==> config.mk <==
export PLATFORM = sky130hd
export DESIGN_NAME = cdt_timer
export DESIGN_NICKNAME = d
export VERILOG_FILES = /design/src/rtl/cdt_pkg.sv /design/src/rtl/cdt_ctrl.sv /design/src/rtl/cdt_datapath.sv /design/src/rtl/cdt_timer.sv
export SDC_FILE = /design/constraint.sdc
export NUM_CORES = 1
export LEC_CHECK = 0
export BUFFER_PORTS_ARGS = -buffer_cell sky130_fd_sc_hd__buf_2
export CAP_MARGIN = 0
export CORE_UTILIZATION = 57
export DETAILED_ROUTE_END_ITERATION = 8
export PLACE_DENSITY = 0.85
export SETUP_SLACK_MARGIN = 0.4
export SLEW_MARGIN = 20
export SYNTH_ARGS = -nofsm -noshare
export SYNTH_HDL_FRONTEND = slang
export SYNTH_HIERARCHICAL = 1
export SYNTH_SLANG_ARGS = --single-unit
==> constraint.sdc <==
create_clock -name clk -period 3 [get_ports clk]
set_input_delay 0.75 -clock clk [delete_from_list [all_inputs] [get_ports clk]]
set_output_delay 0.75 -clock clk [all_outputs]
set_load 0.02 [all_outputs]
==> src/rtl/cdt_pkg.sv <==
package cdt_pkg;
  // width of the prescaler shift amount; the largest shift sets the prescaler width
  localparam int SHIFT_W = 3;
  localparam int PRE_W   = (1 << SHIFT_W) - 1;

  // control-word flag positions
  localparam int MASK_POS = 16;
  localparam int PER_POS  = 17;

  // strobes from the control half to the count datapath
  typedef struct packed {
    logic load;      // take a new start value
    logic tick;      // prescaler rollover this cycle
    logic periodic;  // reload at zero instead of holding
  } cdtStrobe_t;
endpackage

==> src/rtl/cdt_ctrl.sv <==
module cdt_ctrl
  import cdt_pkg::*;
#(
  parameter int VEC_W = 8
) (
  input  logic             clk,
  input  logic             rstN,
  input  logic             initWr,
  input  logic             divWr,
  input  logic [2:0]       divCode,
  input  logic             ctrlWr,
  input  logic [VEC_W-1:0] vecIn,
  input  logic             maskIn,
  input  logic             perIn,
  input  logic             cntZero,
  input  logic             cntOne,
  output cdtStrobe_t       strb,
  output logic             fireValid,
  output logic [VEC_W-1:0] fireVector
);
  logic [SHIFT_W-1:0] divKeep;
  logic [SHIFT_W-1:0] shiftAmt;
  logic [PRE_W-1:0]   preCnt;
  logic [PRE_W-1:0]   preMask;
  logic               tick;
  logic [VEC_W-1:0]   vecReg;
  logic               maskReg;
  logic               perReg;

  // divider setting: only the three meaningful bits are held
  always_ff @(posedge clk) begin
    if (!rstN)      divKeep <= '0;
    else if (divWr) divKeep <= divCode;
  end

  // shift = code + 1, wrapping so the top code means no division
  assign shiftAmt = divKeep + SHIFT_W'(1);
  assign preMask  = PRE_W'((32'd1 << shiftAmt) - 32'd1);

  // free-running prescaler, cleared by a start-value write
  always_ff @(posedge clk) begin
    if (!rstN)       preCnt <= '0;
    else if (initWr) preCnt <= '0;
    else             preCnt <= preCnt + PRE_W'(1);
  end

  assign tick = ((preCnt & preMask) == preMask);

  // control word
  always_ff @(posedge clk) begin
    if (!rstN) begin
      vecReg  <= '0;
      maskReg <= 1'b1;
      perReg  <= 1'b0;
    end else if (ctrlWr) begin
      vecReg  <= vecIn;
      maskReg <= maskIn;
      perReg  <= perIn;
    end
  end

  always_comb begin
    strb.load     = initWr;
    strb.tick     = tick;
    strb.periodic = perReg;
  end

  // expiry request: the tick that moves the count from one to zero
  always_ff @(posedge clk) begin
    if (!rstN) begin
      fireValid  <= 1'b0;
      fireVector <= '0;
    end else begin
      fireValid <= tick && !initWr && cntOne && !maskReg;
      if (tick && !initWr && cntOne && !maskReg) fireVector <= vecReg;
    end
  end

  // a divided tick never lands on two neighbouring cycles
  assert_tick_spacing_R2: assert property (@(posedge clk) disable iff (!rstN)
    (tick && shiftAmt != '0 && !initWr && !divWr) |=> !tick);

  // a request coincides with the count reading zero
  assert_fire_at_zero_R7: assert property (@(posedge clk) disable iff (!rstN)
    fireValid |-> cntZero);

  // a request lasts a single cycle
  assert_fire_single_R7: assert property (@(posedge clk) disable iff (!rstN)
    fireValid |=> !fireValid);
endmodule

==> src/rtl/cdt_datapath.sv <==
module cdt_datapath
  import cdt_pkg::*;
#(
  parameter int CNT_W = 32
) (
  input  logic             clk,
  input  logic             rstN,
  input  cdtStrobe_t       strb,
  input  logic [CNT_W-1:0] loadData,
  output logic [CNT_W-1:0] count,
  output logic             cntZero,
  output logic             cntOne
);
  logic [CNT_W-1:0] initReg;
  logic [CNT_W-1:0] cntReg;

  always_ff @(posedge clk) begin
    if (!rstN) begin
      initReg <= '0;
      cntReg  <= '0;
    end else if (strb.load) begin
      initReg <= loadData;
      cntReg  <= loadData;
    end else if (strb.tick) begin
      if (cntReg == '0) begin
        if (strb.periodic) cntReg <= initReg;
      end else begin
        cntReg <= cntReg - CNT_W'(1);
      end
    end
  end

  assign count   = cntReg;
  assign cntZero = (cntReg == '0);
  assign cntOne  = (cntReg == CNT_W'(1));

  assert_load_visible_R4: assert property (@(posedge clk) disable iff (!rstN)
    strb.load |=> count == $past(loadData));

  assert_step_down_R5: assert property (@(posedge clk) disable iff (!rstN)
    (!strb.load && strb.tick && count != '0) |=> count == $past(count) - CNT_W'(1));

  assert_hold_zero_R5: assert property (@(posedge clk) disable iff (!rstN)
    (!strb.load && !strb.periodic && count == '0) |=> count == '0);

  assert_reload_R6: assert property (@(posedge clk) disable iff (!rstN)
    (!strb.load && strb.tick && strb.periodic && count == '0) |=> count == $past(initReg));
endmodule

==> src/rtl/cdt_timer.sv <==
module cdt_timer
  import cdt_pkg::*;
#(
  parameter int CNT_W = 32,
  parameter int VEC_W = 8
) (
  input  logic             clk,
  input  logic             rstN,
  input  logic [CNT_W-1:0] wrData,
  input  logic             initWr,
  input  logic             divWr,
  input  logic             ctrlWr,
  output logic [CNT_W-1:0] curCount,
  output logic             fireValid,
  output logic [VEC_W-1:0] fireVector
);
  cdtStrobe_t strb;
  logic       cntZero;
  logic       cntOne;

  cdt_ctrl #(.VEC_W(VEC_W)) uCtrl (
    .clk        (clk),
    .rstN       (rstN),
    .initWr     (initWr),
    .divWr      (divWr),
    .divCode    ({wrData[3], wrData[1:0]}),
    .ctrlWr     (ctrlWr),
    .vecIn      (wrData[VEC_W-1:0]),
    .maskIn     (wrData[MASK_POS]),
    .perIn      (wrData[PER_POS]),
    .cntZero    (cntZero),
    .cntOne     (cntOne),
    .strb       (strb),
    .fireValid  (fireValid),
    .fireVector (fireVector)
  );

  cdt_datapath #(.CNT_W(CNT_W)) uData (
    .clk      (clk),
    .rstN     (rstN),
    .strb     (strb),
    .loadData (wrData),
    .count    (curCount),
    .cntZero  (cntZero),
    .cntOne   (cntOne)
  );
endmodule

==> run metrics, run 1 <==
status=completed; routed length per instance=around 18 µm; ys async rst share=0%; GP Congestion=0.851; Rel. slew slack=between 50% and 60%; most used cell, CP=or4_4; Hold Path Class=reg2reg; IO Port Bufs=between 70 and 80; CP top delay family=simple AND/OR/NAND/NOR gates; top cell type's share of synthesized area=about two fifths; share of cells above drive strength 1=29.3%; Finished Layout Cells=~750; Setup Viol. Count Final=0; final wirelength=~13000 µm; unrepaired setup endpoints after global routing=yes; Post-DP HPWL=about 8100 µm; first-pass GRT wire length=~20000 µm; startpoint types=register; XOR/XNOR Fraction of Synth Area=4.52%; CP required=3280 ps; largest net degree at the start of global routing=between 40 and 50; CP Cell Sequence=or4_4 > or4_4 > o41ai_4 > buf_6 > nor4_4 > nor4_1; Die ar.=around 8900 µm²; Syn Inst Count=548; Slew Limit Fails=0; sequential area share after synthesis=38.4%; leakage=approximately 2.3 nW; CTS Root Cell=clkbuf_8; DRC Markers=0; crit path kind=reg2reg; register area=approximately 1900 µm²; Crit-path slowest cell=o41ai_4; Tcrit/Tclk final=around 90%; mux share of post-synthesis cell area=10.7%; Syn Std Cell Area=roughly 4800 µm²; Core Area=8220 µm²; syn nets=~590; clock buffer depth=2; Slew @ Worst Pin=around 660 ps; Clock Skew=11.7 ps; total power=~2.8 mW; vias in the first global route=4325; Bufs and invs on worst path=1; FF+latch count, synth=slightly above 90; Max Clk Rate=371 MHz; routed via count=4622; crit path DAT=2970 ps; peak supply drop=between 200 and 300 µV; row count=33; Cells after DPL=about 700; Max Cap Viol=0; initial antenna violation count=0; CTS sink cnt=93; area post-placement=around 5300 µm²; Netlist cell types=57; diode count=0; Post-Synth Simple-Gate Area=between 20% and 30%; Cell Pwr Density=472 nW/µm²; main combinational cell family by area after synthesis=simple AND/OR/NAND/NOR gates; Fin. Hold Viols=0; CP endpoint kind=register; Synth Area in Adders=1.03%; All-Layer GR Usage=~28%; CTS tree=done; area of the multi-input gates=about 2900 µm²; most frequent cell after synthesis=dfxtp_1; area grow syn2layout=21.7%; number of synthesized flops with an enable pin=0; grt total ovfl=0; clk_lat worst skew=about 370 ps; Final Cell Area=5890 µm²; Avg Synthesized Cell Area=just under 9 µm²; setup TNS=0 ps; Max stage delay on crit path=around 620 ps; Top-Level Pins=between 70 and 80; YS warnings=6; Die W=between 90 and 100 µm; First-pass DRT Iterations=5; Die Height=approximately 94 µm; Worst-path clk slew=roughly 110 ps; H-Tree Depth=3; main area contributors after synthesis=dfxtp_1 (38%), mux2i_1 (11%), nor2b_1 (5.3%); Synth area leader=dfxtp_1; commonest cells in the netlist=dfxtp_1 (93), mux2i_1 (52), nand2_1 (42), nor2b_1 (41), a21oi_1 (40); min cycle time layout=roughly 2700 ps; ys flop type=dfxtp_1; fillcell total=about 600; Inserted Clock Buffers=9; Initial Util=approximately three fifths; Iter 0 DRT Violations=360; post-synthesis compound-gate area fraction=17.9%; Vias/cell=6.19; crit path max fanout=5; ANT nets after route=0; nets=678
## final cells by class
cell class,instances,area share [%]
Clock buffer,9,2.10
Clock inverter,7,1.06
Tap cell,105,2.23
Sequential cell,93,32.1
Inverter,10,0.637
Timing Repair Buffer,121,13.4
Multi-Input combinational cell,402,48.5
## power breakdown
part	switching, mW	total, mW	internal [mW]
Sequential	0.0772	1.38	1.30
Combinational	0.326	0.579	0.253
Clock	0.498	0.819	0.321
## logic make-up after synthesis
family / Yosys count
AND/OR/NAND/NOR: 189
AO/OA/AOI/OAI: 131
flip-flops: 93
buffers and inverters: 54
multiplexers: 52
XOR/XNOR: 25
adder cells (fa/ha/maj): 4
## metrics by stage
step | worst slack (ps) | hold WS (ps) | utilization [%]
final | 308 | 465 | 71.7
after global routing | 197 | 500 | 71.7
after CTS | 383 | 470 | 69.2
after detailed placement | 54.8 | 454 | 64.6
after global placement | 160 | 441 | 64.6
after floorplan | 383 | 426 | -
## flip-flops by register name, indices dropped and copies added (netlist names)
name / flops
uCtrl/fireValid: 1
uCtrl/fireVector: 8
uCtrl/vecReg: 8
uCtrl/perReg: 1
uCtrl/preCnt: 7
uCtrl/divKeep: 3
uData/count: 32
uCtrl/maskReg: 1
uData/initReg: 32
## metal layers
layer	global-route usage, %	routed length [µm]	share of wire (%)	vias up
met5	0	0	0	-
met4	15.9	361	2.7	0
met3	4.85	1020	7.7	38
met2	46.1	6210	47	241
met1	34.9	5580	42	2191
li1	-	-	-	2152
## worst register-to-register path: cells and delay by family, from the launching register on
family | cells | cell delay, ps
AO/OA/AOI/OAI | 1 | 620
buffers and inverters | 1 | 220
AND/OR/NAND/NOR | 4 | 1390
flip-flops | 1 | 360
## placed cells by master (no fill, tap or decap), types with 8 or more instances in the layout
cell,synthesis,routed
buf_2,4,77
mux2i_1,52,52
nor2b_1,41,41
buf_4,5,32
o21ai_0,28,25
dfxtp_1,93,79
dfxtp_2,0,8
a21oi_1,40,37
nor2_1,28,25
nand3_1,10,10
o211ai_1,18,18
inv_1,9,9
buf_6,9,9
clkbuf_8,0,9
xor2_1,9,9
nor4_1,14,11
xnor2_1,16,16
nor3_1,16,12
nand2_1,42,41
## final timing paths
kind              cells past startpoint  slack [ps]                    startpoint                          endpoint
hold reg to reg                       2         470  uCtrl/vecReg[2]$_SDFFE_PN0P_  uCtrl/fireVector[2]$_SDFFE_PN0P_
setup / recovery                      6         310   uData/count[5]$_SDFFE_PN0P_      uData/count[29]$_SDFFE_PN0P_
hold / removal                        2         470  uCtrl/vecReg[2]$_SDFFE_PN0P_  uCtrl/fireVector[2]$_SDFFE_PN0P_
setup reg to reg                      6         310   uData/count[5]$_SDFFE_PN0P_      uData/count[29]$_SDFFE_PN0P_
## what timing repair did
action	4_1_cts	5_1_grt
gates resized for setup	20	33
setup endpoints to repair	41	40
cloned	0	2
buffers inserted	15	6
hold buffers	0	0
pin swaps	14	21
Power figures use the tool's default switching activity.
==> run 2: changes to the inputs <==
--- a/config.mk
+++ b/config.mk
@@ -7,7 +7,9 @@
 export LEC_CHECK = 0
 export BUFFER_PORTS_ARGS = -buffer_cell sky130_fd_sc_hd__buf_2
 export CAP_MARGIN = 0
-export CORE_UTILIZATION = 57
+export CELL_PAD_IN_SITES_DETAIL_PLACEMENT = 1
+export CELL_PAD_IN_SITES_GLOBAL_PLACEMENT = 1
+export CORE_UTILIZATION = 43
 export DETAILED_ROUTE_END_ITERATION = 8
 export PLACE_DENSITY = 0.85
 export SETUP_SLACK_MARGIN = 0.4
==> run metrics, run 2 (synthesis gave the netlist of run 1 again) <==
share of cells above drive strength 1=28.0% (was 29.3%); Max Clk Rate=362 MHz (was 371 MHz); area grow syn2layout=22.3% (was 21.7%); most used cell, CP=or4_4 (unchanged); Finished Layout Cells=789 (was 747); Die W=108 µm (was 94.2 µm); DRC Markers=0 (unchanged); routed length per instance=19.6 µm (was 17.6 µm); Core Area=10900 µm² (was 8220 µm²); crit path kind=reg2reg (unchanged); min cycle time layout=2770 ps (was 2690 ps); diode count=0 (unchanged); CP required=3300 ps (was 3280 ps); Hold Path Class=reg2reg (unchanged); Die ar.=11700 µm² (was 8870 µm²); WHS Path Cells=2 (unchanged); R2R Setup Slk=230 ps (was 310 ps); Cell Pwr Density=475 nW/µm² (was 472 nW/µm²); Rel. slew slack=47.4% (was 55.6%); Slew @ Worst Pin=784 ps (was 659 ps); final wirelength=15500 µm (was 13200 µm); grt total ovfl=0 (unchanged); Final Cell Area=5920 µm² (was 5890 µm²); setup TNS=0 ps (unchanged); IO Port Bufs=77 (unchanged); total power=2.81 mW (was 2.78 mW); fillcell total=1299 (was 599); CTS tree=done (unchanged); status=completed (unchanged); Setup Viol. Count Final=0 (unchanged); All-Layer GR Usage=25.8% (was 28.2%); Setup crit start=uData/count[16]$_SDFFE_PN0P_ (was uData/count[5]$_SDFFE_PN0P_); Slew Limit Fails=0 (unchanged); clock buffer depth=2 (unchanged); commonest non-fill, non-tap cell in the layout=dfxtp_1 (unchanged); row count=38 (was 33); peak supply drop=214 µV (was 291 µV); Max Cap Viol=0 (unchanged); clk_lat worst skew=380 ps (was 370 ps); GP Congestion=0.764 (was 0.851); crit path DAT=3060 ps (was 2970 ps); Top-Level Pins=78 (unchanged); Reg2Reg Depth=7 (was 6); Clock Skew=9.72 ps (was 11.7 ps); Fin. Hold Viols=0 (unchanged); Vias/cell=5.88 (was 6.19); Max stage delay on crit path=540 ps (was 620 ps); Cells after DPL=746 (was 708); first-pass GRT wire length=23500 µm (was 19900 µm); leakage=2.38 nW (was 2.35 nW); Initial Util=44.5% (was 58.9%); CTS Root Cell=clkbuf_8 (unchanged); ANT nets after route=0 (unchanged); Inserted Clock Buffers=9 (unchanged); Iter 0 DRT Violations=233 (was 360); unrepaired setup endpoints after global routing=yes (unchanged); Reg-to-Reg Start=uData/count[16]$_SDFFE_PN0P_ (was uData/count[5]$_SDFFE_PN0P_); First-pass DRT Iterations=4 (was 5); Bufs and invs on worst path=2 (was 1); area post-placement=5370 µm² (was 5300 µm²); vias in the first global route=4641 (was 4325); CP Cell Sequence=or4_4 > or4_4 > buf_4 > o41ai_4 > buf_6 > nor3_1 > o31ai_1 (was or4_4 > or4_4 > o41ai_4 > buf_6 > nor4_4 > nor4_1); routed via count=4640 (was 4622); Die Height=108 µm (was 94.2 µm); Crit-path slowest cell=or4_4 (was o41ai_4); initial antenna violation count=0 (unchanged); nets=685 (was 678); commonest non-fill, non-tap cells in the layout=dfxtp_1 (85), buf_2 (77), mux2i_1 (51) (was dfxtp_1 (79), buf_2 (77), mux2i_1 (52)); hold_buf cts=0 (unchanged); Tcrit/Tclk final=92.2% (was 89.7%); largest net degree at the start of global routing=46 (unchanged); CTS sink cnt=93 (unchanged); Crit path depth=7 (was 6); CP endpoint kind=register (unchanged); startpoint types=register (unchanged); fin util=54.4% (was 71.7%); H-Tree Depth=3 (unchanged); CP top delay family=simple AND/OR/NAND/NOR gates (unchanged); Worst-path clk slew=90 ps (was 110 ps); Post-DP HPWL=9750 µm (was 8060 µm); crit path max fanout=21 (was 5); HP Start=uCtrl/fireVector[6]$_SDFFE_PN0P_ (was uCtrl/vecReg[2]$_SDFFE_PN0P_)
[run 2: timing repair]
item                                    in CTS  in global routing
setup buffers                               13                 10
pin swaps                                   11                  9
gates cloned                                 1                  3
hold endpoints to repair                     0                  0
resized for setup                           17                 23
endpoints found under the setup margin      41                 41
[run 2: stage by stage]
stage / setup slack, ps / hold WS [ps]
3_5_place_dp: 94.5 / 459
3_3_place_gp: 208 / 441
5_1_grt: 159 / 483
6_report: 235 / 473
4_1_cts: 293 / 472
2_1_floorplan: 383 / 426
[run 2: routing by layer]
layer | GRT usage [%] | vias to the layer above | wire length (µm)
met5 | 0 | - | 0
met1 | 32.0 | 2286 | 6660
met3 | 4.82 | 36 | 857
li1 | - | 2164 | -
met4 | 10.2 | 0 | 405
met2 | 43.8 | 154 | 7550
[run 2: where the power goes]
group          leakage, nW  switching [mW]  internal (mW)
registers            0.771          0.0790           1.30
logic                 1.52           0.334          0.251
clock network       0.0903           0.464          0.384
total                 2.38           0.877           1.94
[run 2: area by class of cell]
type / count / area (µm²) / share of cell area [%]
Clock inverter: 6 / 62.6 / 1.06
Timing Repair Buffer: 126 / 788 / 13.3
Tap cell: 140 / 175 / 2.96
Multi-Input combinational cell: 404 / 2850 / 48.0
Inverter: 10 / 37.5 / 0.634
Sequential cell: 93 / 1890 / 31.9
Clock buffer: 10 / 128 / 2.15
[run 2: path summary, 6_finish.rpt]
path	to
min reg2reg	uCtrl/fireVector[6]$_SDFFE_PN0P_
max	uData/count[20]$_SDFFE_PN0P_
min	uCtrl/fireVector[6]$_SDFFE_PN0P_
max reg2reg	uData/count[20]$_SDFFE_PN0P_
[run 2: worst register-to-register path, stage by stage, from the launching register on]
cell,delay (ps)
dfxtp_4,360
or4_4,540
or4_4,510
buf_4,160
o41ai_4,480
buf_6,280
nor3_1,110
o31ai_1,220
==> run 3: changes to the inputs <==
--- a/config.mk
+++ b/config.mk
@@ -11,7 +11,7 @@
 export CELL_PAD_IN_SITES_GLOBAL_PLACEMENT = 1
 export CORE_UTILIZATION = 43
 export DETAILED_ROUTE_END_ITERATION = 8
-export PLACE_DENSITY = 0.85
+export PLACE_DENSITY = 0.84
 export SETUP_SLACK_MARGIN = 0.4
 export SLEW_MARGIN = 20
 export SYNTH_ARGS = -nofsm -noshare
==> run metrics, run 3 (synthesis gave the netlist of run 1 again) <==
initial antenna violation count=0 (unchanged); CP endpoint kind=register (unchanged); Iter 0 DRT Violations=251 (was 233); Die ar.=11700 µm² (unchanged); crit path setup slack, layout=223 ps (was 235 ps); Die W=108 µm (unchanged); CTS sink cnt=93 (unchanged); Reg2Reg Depth=7 (unchanged); peak supply drop=263 µV (was 214 µV); crit path DAT=3070 ps (was 3060 ps); Slew @ Worst Pin=923 ps (was 784 ps); worst slack, placed=80.3 ps (was 94.5 ps); clk_lat worst skew=380 ps (about the same); CP Cell Sequence=or4_4 > or4_4 > buf_12 > buf_4 > or3_2 > a211o_1 > o21ai_1 (was or4_4 > or4_4 > buf_4 > o41ai_4 > buf_6 > nor3_1 > o31ai_1); fin util=54.8% (was 54.4%); global routing's busiest layer=met2 (unchanged); Clock Skew=21.3 ps (was 9.72 ps); Finished Layout Cells=786 (was 789); met3 Track Usage GR=6.51% (was 4.82%); first-pass GRT wire length=25000 µm (was 23500 µm); area grow syn2layout=23.1% (was 22.3%); grt total ovfl=0 (unchanged); Tcrit/Tclk final=92.6% (was 92.2%); Vias/cell=6.05 (was 5.88); min cycle time layout=2780 ps (was 2770 ps); Core Area=10900 µm² (unchanged); startpoint types=register (unchanged); fillcell total=1322 (was 1299); DRC Markers=0 (unchanged); H-Tree Depth=3 (unchanged); WHS Path Cells=2 (unchanged); Die Height=108 µm (unchanged); leakage=2.37 nW (was 2.38 nW); Slew Limit Fails=0 (unchanged); largest net degree at the start of global routing=69 (was 46); First-pass DRT Iterations=4 (unchanged); Crit-path slowest cell=or3_2 (was or4_4); ANT nets after route=0 (unchanged); Post-DP HPWL=9520 µm (was 9750 µm); row count=38 (unchanged); Max stage delay on crit path=560 ps (was 540 ps); vias in the first global route=4936 (was 4641); Inserted Clock Buffers=9 (unchanged); setup TNS=0 ps (unchanged); crit path kind=reg2reg (unchanged); Cells after DPL=740 (was 746); Initial Util=44.5% (unchanged); met1 Resource Use GR=32.3% (was 32.0%); CTS Root Cell=clkbuf_8 (unchanged); nets=682 (was 685); Setup Viol. Count Final=0 (unchanged); IO Port Bufs=77 (unchanged); Max Cap Viol=0 (unchanged); worst hold slack=466 ps (was 473 ps); Final Cell Area=5960 µm² (was 5920 µm²); Top-Level Pins=78 (unchanged); clock buffer depth=2 (unchanged); routed via count=4757 (was 4640); final wirelength=16700 µm (was 15500 µm); All-Layer GR Usage=27.8% (was 25.8%); Max Clk Rate=360 MHz (was 362 MHz); diode count=0 (unchanged); Hold Path Class=reg2reg (unchanged); M2 GR Usage=47.8% (was 43.8%); commonest non-fill, non-tap cells in the layout=dfxtp_1 (82), buf_2 (77), mux2i_1 (52) (was dfxtp_1 (85), buf_2 (77), mux2i_1 (51)); area post-placement=5330 µm² (was 5370 µm²); total power=2.82 mW (was 2.81 mW); most used cell, CP=or4_4 (unchanged); Worst-path clk slew=100 ps (was 90 ps); unrepaired setup endpoints after global routing=yes (unchanged); CTS tree=done (unchanged); crit path max fanout=5 (was 21); CP required=3290 ps (was 3300 ps); hold_buf cts=0 (unchanged); status=completed (unchanged); GP Congestion=0.778 (was 0.764); Rel. slew slack=38.5% (was 47.4%); routed length per instance=21.3 µm (was 19.6 µm); share of cells above drive strength 1=29.1% (was 28.0%); commonest non-fill, non-tap cell in the layout=dfxtp_1 (unchanged); Fin. Hold Viols=0 (unchanged); Cell Pwr Density=473 nW/µm² (was 475 nW/µm²)
[run 3: layout make-up]
type	instances	area (µm²)	area share, %
clock buffer	12	156	2.62
clock inverter	4	27.5	0.462
inverter	10	37.5	0.629
multi-input combinational	405	2910	48.8
sequential	93	1890	31.7
tap	140	175	2.94
timing repair buffer	122	766	12.8
[run 3: metal layers]
metal | share of wire (%) | wire length, µm | vias up
met1 | 41 | 6880 | 2360
met4 | 3.5 | 591 | 0
met2 | 49 | 8200 | 186
met5 | 0 | 0 | -
met3 | 6.5 | 1080 | 51
li1 | - | - | 2160
[run 3: power by group]
| group | internal [mW] | leakage (nW) | switching, mW |
|---|---|---|---|
| Sequential | 1.30 | 0.771 | 0.0841 |
| Clock | 0.356 | 0.0924 | 0.477 |
| Combinational | 0.254 | 1.51 | 0.349 |
| Total | 1.91 | 2.37 | 0.910 |
[run 3: critical path: cells and delay by family (launching register included)]
family          cells  cell delay (ps)
flops               1              360
simple gates        3             1630
buf+inv             2              300
compound gates      2              410
[run 3: final timing paths]
check                                    from                               end  slack [ps]
max              uData/count[17]$_SDFFE_PN0P_      uData/count[23]$_SDFFE_PN0P_         220
min          uCtrl/fireVector[5]$_SDFFE_PN0P_  uCtrl/fireVector[5]$_SDFFE_PN0P_         470
max reg2reg      uData/count[17]$_SDFFE_PN0P_      uData/count[23]$_SDFFE_PN0P_         220
min reg2reg  uCtrl/fireVector[5]$_SDFFE_PN0P_  uCtrl/fireVector[5]$_SDFFE_PN0P_         470
[run 3: timing repair]
item                       CTS  global route
setup endpoints to repair   41            41
buffers inserted            21             4
pin swaps                   22            11
cloned                       4             1
resized for setup           37            15
